File: config.mk
export PLATFORM = sky130hd
export DESIGN_NAME = sar_ms_ctrl
export DESIGN_NICKNAME = d
export VERILOG_FILES = /design/src/rtl/sar_ms_ctrl.sv
export SDC_FILE = /design/constraint.sdc
export NUM_CORES = 1
export LEC_CHECK = 0
export BUFFER_PORTS_ARGS = -buffer_cell sky130_fd_sc_hd__clkbuf_2
export CORE_ASPECT_RATIO = 0.8
export CORE_MARGIN = 1.5
export CORE_UTILIZATION = 49
export DETAILED_ROUTE_END_ITERATION = 8
export GPL_ROUTABILITY_DRIVEN = 0
export PLACE_DENSITY = 0.81
export SLEW_MARGIN = 20
export SYNTH_ARGS = -nofsm -noshare
export SYNTH_HDL_FRONTEND = slang
export SYNTH_SLANG_ARGS = --single-unit
File: constraint.sdc
create_clock -name clk -period 2.2 [get_ports clk]
set_clock_uncertainty 0.15 [all_clocks]
set_input_delay 0.11 -clock clk [delete_from_list [all_inputs] [get_ports clk]]
set_output_delay 0.11 -clock clk [all_outputs]
set_load 0.01 [all_outputs]
File: src/rtl/sar_ms_ctrl.sv
module sar_ms_ctrl #(
  parameter int N    = 10,
  parameter int NCMS = 4,
  parameter int SW   = 4,
  parameter int TW   = 8
) (
  input  logic            clk,
  input  logic            rst_n,
  input  logic            sample_i,
  input  logic [SW-1:0]   settle_i,
  input  logic [TW-1:0]   timeout_i,
  input  logic            cmp_p_i,
  input  logic            cmp_n_i,
  output logic            cmp_req_o,
  output logic            cmp_rst_o,
  output logic [N-1:0]    sw_p_o,
  output logic [N-1:0]    sw_n_o,
  output logic [NCMS-1:0] cms_o,
  output logic [N-1:0]    code_o,
  output logic            done_o,
  output logic            err_o
);

  typedef enum logic [2:0] {S_IDLE, S_TRACK, S_ASK, S_WAIT, S_END} st_t;

  st_t           st;
  logic [N-1:0]  tok;
  logic [N-1:0]  pick;
  logic [SW-1:0] cnt;
  logic [TW-1:0] wd;
  logic          vld, take;

  assign vld       = cmp_p_i | cmp_n_i;
  assign cmp_req_o = (st == S_ASK);
  assign cmp_rst_o = ~cmp_req_o;
  assign take      = cmp_req_o & vld & ~sample_i;

  genvar k;
  generate
    for (k = 0; k < N; k++) begin : g_bit
      if (k == 0) begin : g_first
        assign pick[N-1] = ~tok[0];
      end else begin : g_next
        assign pick[N-1-k] = tok[k-1] & ~tok[k];
      end
      always_ff @(posedge clk or negedge rst_n) begin
        if (!rst_n) begin
          sw_p_o[N-1-k] <= 1'b0;
          sw_n_o[N-1-k] <= 1'b0;
        end else if (sample_i) begin
          sw_p_o[N-1-k] <= 1'b0;
          sw_n_o[N-1-k] <= 1'b0;
        end else if (take && pick[N-1-k]) begin
          if (cmp_p_i) sw_p_o[N-1-k] <= 1'b1;
          else         sw_n_o[N-1-k] <= 1'b1;
        end
      end
    end
    for (k = 0; k < NCMS; k++) begin : g_cms
      assign cms_o[k] = sw_p_o[N-1-k] | sw_n_o[N-1-k];
    end
  endgenerate

  always_ff @(posedge clk or negedge rst_n) begin
    if (!rst_n) begin
      st     <= S_IDLE;
      tok    <= '0;
      cnt    <= '0;
      wd     <= '0;
      code_o <= '0;
      done_o <= 1'b0;
      err_o  <= 1'b0;
    end else begin
      done_o <= 1'b0;
      if (sample_i) begin
        st    <= S_TRACK;
        tok   <= '0;
        err_o <= 1'b0;
      end else begin
        case (st)
          S_TRACK: begin
            st <= S_ASK;
            wd <= '0;
          end
          S_ASK: begin
            if (vld) begin
              tok <= {tok[N-2:0], 1'b1};
              wd  <= '0;
              if (pick[0]) st <= S_END;
              else begin
                st  <= S_WAIT;
                cnt <= settle_i;
              end
            end else if (wd >= timeout_i) begin
              err_o <= 1'b1;
              st    <= S_END;
            end else begin
              wd <= wd + 1'b1;
            end
          end
          S_WAIT: begin
            if (cnt == '0) st <= S_ASK;
            else           cnt <= cnt - 1'b1;
          end
          S_END: begin
            code_o <= sw_p_o;
            done_o <= 1'b1;
            st     <= S_IDLE;
          end
          default: st <= st;
        endcase
      end
    end
  end

  assert_track_reset_R2: assert property (@(posedge clk) disable iff (!rst_n)
    sample_i |=> (sw_p_o == '0 && sw_n_o == '0 && !cmp_req_o && !err_o));

  assert_monotonic_R4: assert property (@(posedge clk) disable iff (!rst_n)
    !sample_i |=> ((($past(sw_p_o) & ~sw_p_o) == '0) && (($past(sw_n_o) & ~sw_n_o) == '0)));

  assert_one_step_R4: assert property (@(posedge clk) disable iff (!rst_n)
    !sample_i |=> ($countones((sw_p_o | sw_n_o) ^ $past(sw_p_o | sw_n_o)) <= 1));

  assert_one_side_R4: assert property (@(posedge clk) disable iff (!rst_n)
    (sw_p_o & sw_n_o) == '0);

  assert_quiet_R8: assert property (@(posedge clk) disable iff (!rst_n)
    (!sample_i && !(cmp_req_o && (cmp_p_i || cmp_n_i))) |=> ($stable(sw_p_o) && $stable(sw_n_o)));

  assert_done_pulse_R6: assert property (@(posedge clk) disable iff (!rst_n)
    done_o |=> !done_o);

  assert_done_code_R6: assert property (@(posedge clk) disable iff (!rst_n)
    $rose(done_o) |-> (code_o == $past(sw_p_o)));

endmodule

# Word-level counts from Yosys, hierarchy flattened
# Index checks and enable logic that the tools add are counted.
[word_totals] latch_bits=0 mem_bits_ro=0 reg_bits=57 mem_count=0 ram_bits=0 input_bits=17
[classes] bitwise_logic=28 multipliers=0 reduce_logical=54 n_shift=0 n_eq_ne=12 add_sub_neg=2 n_div=0 order_cmp=1 mux=64
[op_table] op="$mux W1" count=48
[op_table] op="$reduce_and A2 Y1" count=22
[op_table] op="$reduce_bool A2 Y1" count=16
[op_table] op="$mux W10" count=3
[op_table] op="$mux W8" count=2
[op_table] op="$pmux W8 S2" count=1
[op_table] op="$mux W3" count=5
[op_table] op="$mux W4" count=3
[op_table] op="$not A1 Y1" count=12
[op_table] op="$pmux W3 S4" count=1
[op_table] op="$and A1 B1 Y1" count=11
[op_table] op="$logic_and A1 B1 Y1" count=10
[op_table] op="$reduce_and A3 Y1" count=3
[op_table] op="$add A8 B1 Y8 const B" count=1
[op_table] op="$ge A8 B8 Y1" count=1
[op_table] op="$ne A2 B2 Y1 const B" count=4
[op_table] op="$pmux W4 S2" count=1
[op_table] op="$eq A3 B2 Y1 const B" count=2
[op_table] op="$ne A3 B3 Y1 const B" count=2
[op_table] op="$or A1 B1 Y1" count=5
[op_table] op="$reduce_and A5 Y1" count=1
[op_table] op="$reduce_bool A5 Y1" count=1
[op_table] op="$logic_not A4 Y1" count=1
[op_table] op="$ne A4 B2 Y1 const B" count=1
[op_table] op="4 further kinds" count=4

# Longest topological paths before layout
# Gate-level depths: netlist of run 1.
[logic_depth] ltp_word=6 ltp_mapped=8 ltp_nobuf=7

# Worst setup path after synthesis of run 1
# OpenSTA, ideal clock, no wires.
[synth_path] kind="register -> register" startpoint="reg wd[2]" endpoint="reg wd[5]" setup_ps=126 arrival_ps=1840 setup_slack_ps=84 required_ps=1924 n_path_buf=0 period_less_slack_ps=2116 stages_incl_launch_ff=7 path_cell_list="dfrtp_1 ha_1 nor4_1 o21ai_1 a31o_2 o311a_1 a221o_1"
[synth_between] elab_chain_len=4 elab_cells_between_ends=7
[synth_rtl] item="start, declared" line_no="30" rtl="logic [TW-1:0] wd;"
[synth_rtl] item="start signal, assigned" line_no="98" rtl="wd <= wd + 1'b1;"
[synth_rtl] item="$add A8 B1 Y8" line_no="98"
[synth_rtl] item="$mux W8" line_no="94" rtl="end else if (wd >= timeout_i) begin"
[synth_rtl] item="$mux W8" line_no="86" rtl="if (vld) begin"
[synth_rtl] item="$pmux W8 S2" line_no="80" rtl="case (st)"
# Parallel ways exist; a longest one is shown, timed or not. The select of a mux whose other input is x is not followed.
# A chain may end at the register's enable or synchronous reset.

# Final worst setup path of run 1
[layout_path] startpoint="reg wd[6]" endpoint="reg wd[5]"
[layout_between] elab_chain_len=3
[layout_rtl] item="$ge A8 B8 Y1" line_no="94"
[layout_rtl] item="$ne A3 B3 Y1 (no source line)"
[layout_rtl] item="$reduce_and A3 Y1 (no source line)"
# No other way between the ends.

==> run_results.csv, run 1 <==
group,metric,value,unit
run_status,outcome,"finished, final reports clean",
critical_path,reg2reg_to,"wd[5]",
critical_path,startpoint_type,"flop",
grt,grt_max_degree,42,
sta,period_minus_slack,2.13,ns
final_layout,nNetsFinal,386,
sta,hold_violations,0,
yosys,syn_nets,304,
critical_path,worstSetupEndpointType,"flop",
critical_path,required,2.26,ns
drt,drt_wl_total,6300,um
floorplanning,die_w,87.8,um
floorplanning,core_area,5500,um^2
drt,drc,0,
power_and_ir_drop,p_per_area,708,nW/um^2
flow_run,drv_cap,0,
critical_path,r2r_setup_slack,0.07,ns
floorplanning,dieArea,6220,um^2
sta,finalCritPeriodShare,97.0,%
critical_path,r2r-start,"wd[6]",
yosys,synth.area.top_cells,"dfrtp_1 51%, nor2_1 5.5%, a21oi_1 4.6%",
clock_tree,cts_buffers,9,
yosys,ys_seq_elements,57,
yosys,synth_flop_cell,"dfrtp_1",
drt,num_vias,2411,
min_path,hp-class,"primary input to flop",
power_and_ir_drop,ir_worst_vdd,0.000338,V
critical_path,cp_data_arrival_time,2.20,ns
sta,worst_slew_pin_slew,0.520,ns
yosys,avgSynthCellArea,10.2,um^2
clock_tree,cts-htree-levels,3,
critical_path,worstPathMaxFanout,5,
sta,relSlewSlack,65.3,%
placement,dp.final_hpwl,4390,um
sta,drv_slew,0,
sta,fin_setup_tns,0,ns
drt,dr.pass1.iters,4,
final_layout,drive_gt1_share,32.4,%
clock_tree,cts.clk_slew.worst_paths,0.07,ns
final_layout,area_growth,27.0,%
yosys,synth_edf_count,0,
sta,setup_violations,0,
drt,antenna_left,0,
min_path,holdPathStages,4,
floorplanning,ios,55,
floorplanning,initial_core_util,51.3,%
yosys,synth_area,2820,um^2
grt,grt_pass1_wl,10400,um
clock_tree,clock-sinks,57,
min_path,hp-start,"cmp_n_i",
yosys,synth_area_leader_cell,"dfrtp_1",
drt,wl_per_cell,14.3,um
yosys,yosysWarnings,0,
sta,max_freq,469,MHz
clock_tree,cts_buffer_depth,2,
grt,overflow,0,
yosys,synth_top_cell_area_share,50.6,%
yosys,async_flop_share,100,%
critical_path,reg2regPathDepth,5,
critical_path,crit_type,"flop to flop",
clock_tree,cts_tree,"built",
floorplanning,row_count,24,
yosys,synthCells,277,
min_path,holdPathEnd,"wd[4]",
floorplanning,die_height,70.8,um
grt,grt_pass1_vias,2260,
placement,portBuffers,54,
power_and_ir_drop,p_total,0.00253,W
grt,grt_antenna_before_repair,1,
yosys,yosysSeqAreaShare,50.6,%
yosys,yosysUniqueCellTypes,50,
clock_tree,cts_root_buf,"clkbuf_8",
sta,rsz0062_at_grt,"false",
final_layout,antennaDiodeCount,0,
grt,grtUsageTotal,21.6,%
clock_tree,insertion_delay,0.33,ns
drt,drt-initial-drc-count,173,
power_and_ir_drop,p_leak,1.84,nW
drt,via_per_inst,5.45,
==> sequential cells by signal (all words and copies together) (netlist names), 3 cells and up <==
register  count
cnt           4
code_o       10
st            3
sw_n_o       10
sw_p_o       10
tok          10
wd            8
==> Yosys cell counts, types with 2 or more instances <==
cell type / instances
mux2i_1: 7
o211ai_1: 3
clkbuf_1: 4
buf_6: 3
nand3_1: 7
mux2_2: 10
nor2_1: 41
a221o_1: 2
a22o_1: 3
nor3_1: 11
o21ai_0: 9
nand2b_1: 2
nor3b_1: 3
o41ai_1: 2
nor2b_1: 8
a32oi_1: 2
nand2_1: 11
inv_1: 14
o311ai_0: 2
a211o_1: 2
a31oi_1: 4
or2_2: 4
buf_2: 5
and3_1: 2
a21oi_1: 26
dfrtp_1: 57
ha_1: 10
==> metrics by stage <==
step           utilization [%]  std cells  hold WS (ns)  setup WS, ns  instance area, um^2
2_1_floorplan                -        277        -0.336        0.0843                 2820
3_5_place_dp              59.2        415        0.0522        0.0378                 3260
3_3_place_gp              59.2        415        0.0518         0.128                 3260
6_report                  65.1        442        0.0569        0.0665                 3580
4_1_cts                   64.3        438        0.0176        0.0510                 3540
5_1_grt                   65.1        442         0.100       0.00684                 3580
==> cell type report <==
class,instances,area (um^2)
inverters,15,61.3
repair buffers,84,513
clock buffers,10,128
well taps,78,97.6
multi-input cells,192,1270
clock inverters,6,82.6
fillers,454,1920
flip-flops and latches,57,1430
==> cells in the final DEF, fill, tap and decap left out, drive strengths merged, types with 7 or more instances in the layout <==
cell type and instances:
nor3 13, dfrtp 57, o21ai 10, dlygate4sd3 7, clkbuf 64, nand3 8, mux2 10, inv 14
a21oi 26, nand2 12, mux2i 7, nor2b 8, buf 23, ha 10, nor2 41
==> metal layers <==
layer / up-vias / wire [um] / GRT usage [%]
met5: - / 12 / 0
met4: 2 / 96 / 7.94
met3: 13 / 430 / 6.77
met2: 88 / 2980 / 32.8
met1: 1158 / 2790 / 29.2
li1: 1150 / - / -
==> cells by family after synthesis <==
family,Yosys count,synth area share [%]
xor+xnor,2,0.622
mux,17,6.48
compound gates,62,14.5
buf+inv,28,4.93
flops,57,50.6
fa+ha+maj,10,4.44
simple gates,101,18.4
==> critical path: stages, from the launching register on <==
cell and delay (ns):
dfrtp_1 0.44, ha_1 0.32, and3_1 0.23, a31o_2 0.28
o311a_1 0.34, a221o_1 0.26
==> power by group <==
part | internal, W | switching, W
Clock | 0.000631 | 0.000403
Sequential | 0.00110 | 0.0000384
Combinational | 0.000158 | 0.000205
==> timing repair <==
action                                  CTS  global route
resized for setup                         0             5
hold buffers                              7             0
endpoints found under the setup margin    0             5
endpoints found under the hold margin    46             0
buffers inserted                          0             4
==> how the worst max path moves through the flow <==
stage           from     to  slack, ns  depth (start not counted)
6_report       wd[6]  wd[5]       0.07                          5
5_1_grt        wd[6]  wd[5]      0.007                          5
4_1_cts        wd[2]  wd[5]       0.05                          6
3_5_place_dp   wd[2]  wd[7]       0.04                          7
3_3_place_gp   wd[2]  wd[5]       0.13                          6
2_1_floorplan  wd[2]  wd[5]       0.08                          6
(Power assumes the default switching activity.)
==> run 2, diff against run 1 <==
--- a/config.mk
+++ b/config.mk
@@ -8,10 +8,10 @@
 export BUFFER_PORTS_ARGS = -buffer_cell sky130_fd_sc_hd__clkbuf_2
 export CORE_ASPECT_RATIO = 0.8
 export CORE_MARGIN = 1.5
-export CORE_UTILIZATION = 49
+export CORE_UTILIZATION = 45
 export DETAILED_ROUTE_END_ITERATION = 8
 export GPL_ROUTABILITY_DRIVEN = 0
-export PLACE_DENSITY = 0.81
+export PLACE_DENSITY = 0.76
 export SLEW_MARGIN = 20
 export SYNTH_ARGS = -nofsm -noshare
 export SYNTH_HDL_FRONTEND = slang
==> run_results.csv, run 2 (synthesized netlist as in run 1, its figures left out) <==
group,metric,value,unit
critical_path,cpPeakStageDelay,0.42,ns
grt,grt_pass1_vias,2171,
final_layout,nNetsFinal,381,
critical_path,worstSetupEndpointType,"flop",
critical_path,r2r-start,"wd[7]",
sta,max_freq,470,MHz
critical_path,cp.depth,6,
drt,drt_wl_total,6070,um
floorplanning,ios,55,
clock_tree,cts.clk_slew.worst_paths,0.06,ns
placement,dp.final_hpwl,4150,um
grt,grt_max_degree,58,
sta,finalCritPeriodShare,96.8,%
sta,rsz0062_at_grt,"false",
final_layout,layout_commonest_cell,"dfrtp_1",
grt,grt_antenna_before_repair,0,
clock_tree,insertion_delay,0.32,ns
grt,grtUsageTotal,19.2,%
sta,setup_violations,0,
critical_path,cp_cell_sequence,"ha_1, a21oi_1, nand2_1, a31o_2, o311a_1, a221o_1",
critical_path,endpoint,"wd[5]",
grt,grt_pass1_wl,10100,um
drt,drc,0,
final_layout,drive_gt1_share,32.3,%
flow_run,drv_cap,0,
clock_tree,cts_root_buf,"clkbuf_8",
floorplanning,die_w,91.5,um
power_and_ir_drop,p_per_area,710,nW/um^2
floorplanning,initial_core_util,47.2,%
drt,antenna_left,0,
critical_path,cp-startpoint,"wd[7]",
critical_path,cp_data_arrival_time,2.19,ns
floorplanning,core_area,5970,um^2
clock_tree,cts_buffers,9,
critical_path,reg2regPathDepth,6,
drt,drt-initial-drc-count,117,
critical_path,critPathBufInv,0,
drt,dr.pass1.iters,4,
sta,period_minus_slack,2.13,ns
critical_path,startpoint_type,"flop",
min_path,hp-class,"primary input to flop",
clock_tree,cts_buffer_depth,2,
sta,hold_violations,0,
clock_tree,clock-sinks,57,
critical_path,crit_type,"flop to flop",
floorplanning,die_height,73.8,um
critical_path,worstPathMaxFanout,4,
final_layout,fill_cells,507,
critical_path,crit_family,"compound AO/OA/AOI/OAI gates",
sta,relSlewSlack,53.8,%
power_and_ir_drop,ir_worst_vdd,0.000267,V
critical_path,reg2reg_to,"wd[5]",
final_layout,design_area,3560,um^2
clock_tree,cts_tree,"built",
sta,whs,0.00348,ns
final_layout,seqCellArea,1430,um^2
drt,via_per_inst,5.24,
final_layout,area_growth,26.5,%
critical_path,r2r_setup_slack,0.07,ns
grt,overflow,0,
power_and_ir_drop,p_leak,1.83,nW
final_layout,antennaDiodeCount,0,
final_layout,final_util,59.6,%
critical_path,required,2.26,ns
floorplanning,row_count,25,
clock_tree,cts-htree-levels,3,
sta,worst_slew_pin_slew,0.693,ns
sta,fin_setup_tns,0,ns
critical_path,crit_path_top_delay_cell,"dfrtp_1",
placement,place_area,3250,um^2
sta,drv_slew,0,
final_layout,multi_input_area,1290,um^2
final_layout,mostFrequentLayoutCells,"57 x dfrtp_1, 54 x clkbuf_2, 41 x nor2_1, 26 x a21oi_1, 19 x buf_4",
floorplanning,dieArea,6750,um^2
run_status,outcome,"finished, final reports clean",
drt,wl_per_cell,13.8,um
drt,num_vias,2307,
placement,portBuffers,54,
-- run 2: worst min path at each step --
| stage | startpoint | endpoint | slack, ns | cells after the start |
|---|---|---|---|---|
| 2_1_floorplan | rst_n | cnt[0] | -0.34 | 0 |
| 3_3_place_gp | rst_n | done_o | 0.14 | 2 |
| 3_5_place_dp | rst_n | done_o | 0.14 | 2 |
| 4_1_cts | sample_i | err_o | 0.001 | 2 |
| 5_1_grt | sample_i | err_o | 0.03 | 2 |
| 6_report | sample_i | err_o | 0.003 | 2 |
-- run 2: what timing repair did --
item / in CTS / in global routing
setup endpoints to repair: 0 / 9
hold buffers: 6 / 0
resized for setup: 0 / 8
endpoints found under the hold margin: 62 / 0
buffers inserted: 0 / 1
-- run 2: stage by stage --
step / worst slack (ns) / instances / total power, W
after floorplan: 0.0843 / 277 / 0.00139
after global placement: 0.0961 / 417 / 0.00149
after detailed placement: 0.0556 / 417 / 0.00150
after CTS: 0.0427 / 439 / 0.00255
after global routing: 0.00282 / 440 / 0.00264
final: 0.0714 / 440 / 0.00253
-- run 2: report_power, final --
part           switching, W  internal (W)  total (W)  leakage, nW
Combinational      0.000208      0.000155   0.000363        0.936
Sequential        0.0000401       0.00110    0.00114        0.783
Clock              0.000398      0.000631    0.00103        0.106
Total              0.000646       0.00188    0.00253         1.83
-- run 2: layout make-up --
class	instances	share of cell area, %
Sequential cell	57	40.0
Multi-Input combinational cell	192	36.2
Clock inverter	6	2.32
Clock buffer	10	3.58
Tap cell	81	2.84
Timing Repair Buffer	79	13.3
Inverter	15	1.72
-- run 2: metal layers --
| metal | track usage [%] | wire [um] |
|---|---|---|
| met3 | 4.24 | 252 |
| met5 | 0 | 0 |
| met4 | 5.73 | 73 |
| met1 | 26.5 | 3000 |
| met2 | 30.4 | 2750 |
-- run 2: worst reg2reg max path, stage by stage, from the launching register on --
cell     delay (ns)
dfrtp_1        0.42
ha_1           0.33
a21oi_1        0.14
nand2_1        0.12
a31o_2         0.26
o311a_1        0.35
a221o_1        0.25
==> run 3, diff against run 2 <==
--- a/config.mk
+++ b/config.mk
@@ -11,7 +11,7 @@
 export CORE_UTILIZATION = 45
 export DETAILED_ROUTE_END_ITERATION = 8
 export GPL_ROUTABILITY_DRIVEN = 0
-export PLACE_DENSITY = 0.76
+export PLACE_DENSITY = 0.7
 export SLEW_MARGIN = 20
 export SYNTH_ARGS = -nofsm -noshare
 export SYNTH_HDL_FRONTEND = slang
==> run_results.csv, run 3 (synthesized netlist as in run 1, its figures left out) <==
group,metric,value,unit
run_status,outcome,"finished, final reports clean",
final_layout,multi_input_area,1270,um^2
power_and_ir_drop,ir_worst_vdd,0.000304,V
placement,dp.cells,419,
sta,rsz0062_at_grt,"false",
floorplanning,initial_core_util,47.2,%
grt,grt_antenna_before_repair,0,
power_and_ir_drop,p_per_area,679,nW/um^2
grt,grtUsageTotal,20.4,%
clock_tree,cts_buffer_depth,2,
drt,drc,0,
sta,hold_violations,0,
drt,via_per_inst,5.25,
grt,grt_pass1_vias,2239,
critical_path,cpPeakStageDelay,0.56,ns
clock_tree,cts_buffers,9,
grt,grt_pass1_wl,10500,um
final_layout,layout_commonest_cell,"dfrtp_1",
floorplanning,die_w,91.5,um
clock_tree,insertion_delay,0.33,ns
grt,grt_max_degree,58,
final_layout,area_growth,25.5,%
min_path,holdPathStages,4,
placement,portBuffers,54,
sta,setup_violations,0,
floorplanning,core_area,5970,um^2
clock_tree,cts_root_buf,"clkbuf_8",
final_layout,stdcell_count,441,
clock_tree,cts.clk_slew.worst_paths,0.06,ns
sta,relSlewSlack,67.5,%
flow_run,drv_cap,0,
final_layout,fill_cells,549,
min_path,hp-class,"primary input to flop",
sta,drv_slew,0,
sta,max_freq,462,MHz
floorplanning,row_count,25,
sta,worst_slew_pin_slew,0.487,ns
power_and_ir_drop,p_leak,1.82,nW
drt,antenna_left,0,
clock_tree,cts_tree,"built",
critical_path,worstPathMaxFanout,8,
drt,dr.pass1.iters,4,
placement,dp.final_hpwl,4310,um
floorplanning,ios,55,
floorplanning,die_height,73.8,um
critical_path,reg2regPathDepth,5,
critical_path,cp_data_arrival_time,2.25,ns
critical_path,worstSetupEndpointType,"flop",
clock_tree,clock-sinks,57,
drt,num_vias,2317,
final_layout,drive_gt1_share,31.1,%
final_layout,seqCellArea,1430,um^2
floorplanning,dieArea,6750,um^2
drt,wl_per_cell,13.9,um
sta,fin_setup_tns,0,ns
critical_path,crit_type,"flop to flop",
drt,drt-initial-drc-count,134,
critical_path,cp_cell_sequence,"or3b_1, buf_4, nor3_4, o21ai_0, a31oi_1",
final_layout,mostFrequentLayoutCells,"57 x dfrtp_1, 54 x clkbuf_2, 41 x nor2_1, 26 x a21oi_1, 19 x buf_4",
clock_tree,cts-htree-levels,3,
critical_path,crit_path_top_delay_cell,"or3b_1",
final_layout,nNetsFinal,383,
sta,period_minus_slack,2.17,ns
critical_path,startpoint_type,"flop",
grt,overflow,0,
final_layout,antennaDiodeCount,0,
sta,finalCritPeriodShare,98.4,%
drt,drt_wl_total,6130,um
critical_path,required,2.28,ns
run 3: metal layers:
layer  track usage (%)  up-vias  wire length [um]
met2              31.3       63              2780
met1              26.9     1113              2960
met5                 0        -                 0
met3              7.66        5               336
li1                  -     1136                 -
met4              6.08        0                49
run 3: critical path, delay by kind of cell, from the launching register on:
family / cells / cell delay [ns]
simple gates: 2 / 0.88
compound gates: 2 / 0.42
flops: 1 / 0.38
buf+inv: 1 / 0.23
run 3: repair_timing:
item / in CTS / in global routing
setup buffers: 0 / 0
setup endpoints to repair: 0 / 8
hold buffers: 7 / 0
resized for setup: 0 / 3
hold endpoints to repair: 63 / 0
run 3: area by class of cell:
cell class | count | share of cell area (%)
Tap cell | 81 | 2.87
Clock buffer | 11 | 3.72
Clock inverter | 4 | 1.27
Sequential cell | 57 | 40.3
Timing Repair Buffer | 81 | 14.2
Multi-Input combinational cell | 192 | 35.8
Inverter | 15 | 1.73
run 3: worst paths after layout:
| path | to | slack [ns] | start |
|---|---|---|---|
| max | wd[4] | 0.03 | st[0] |
| min | wd[3] | 0.03 | cmp_n_i |
| max reg2reg | wd[4] | 0.03 | st[0] |
| min reg2reg | sw_n_o[5] | 0.35 | sw_n_o[5] |
| max in group asynchronous | cnt[3] | 1.49 | rst_n |
| min in group asynchronous | done_o | 0.15 | rst_n |
run 3: power by group:
| part | total [W] | internal [W] | switching (W) |
|---|---|---|---|
| Sequential | 0.00114 | 0.00110 | 0.0000390 |
| Combinational | 0.000362 | 0.000158 | 0.000204 |
| Clock | 0.000901 | 0.000511 | 0.000390 |
| Total | 0.00240 | 0.00177 | 0.000634 |
run 3: metrics by stage:
step           utilization, %  cell area, um^2  total power (W)  worst slack, ns  hold WS, ns
2_1_floorplan               -             2820          0.00139           0.0843       -0.336
3_3_place_gp             54.9             3280          0.00150            0.103      -0.0134
3_5_place_dp             54.9             3280          0.00151           0.0744     -0.00903
4_1_cts                  59.0             3530          0.00243           0.0757       0.0200
5_1_grt                  59.2             3540          0.00255          0.00391       0.0389
6_report                 59.2             3540          0.00240           0.0343       0.0273
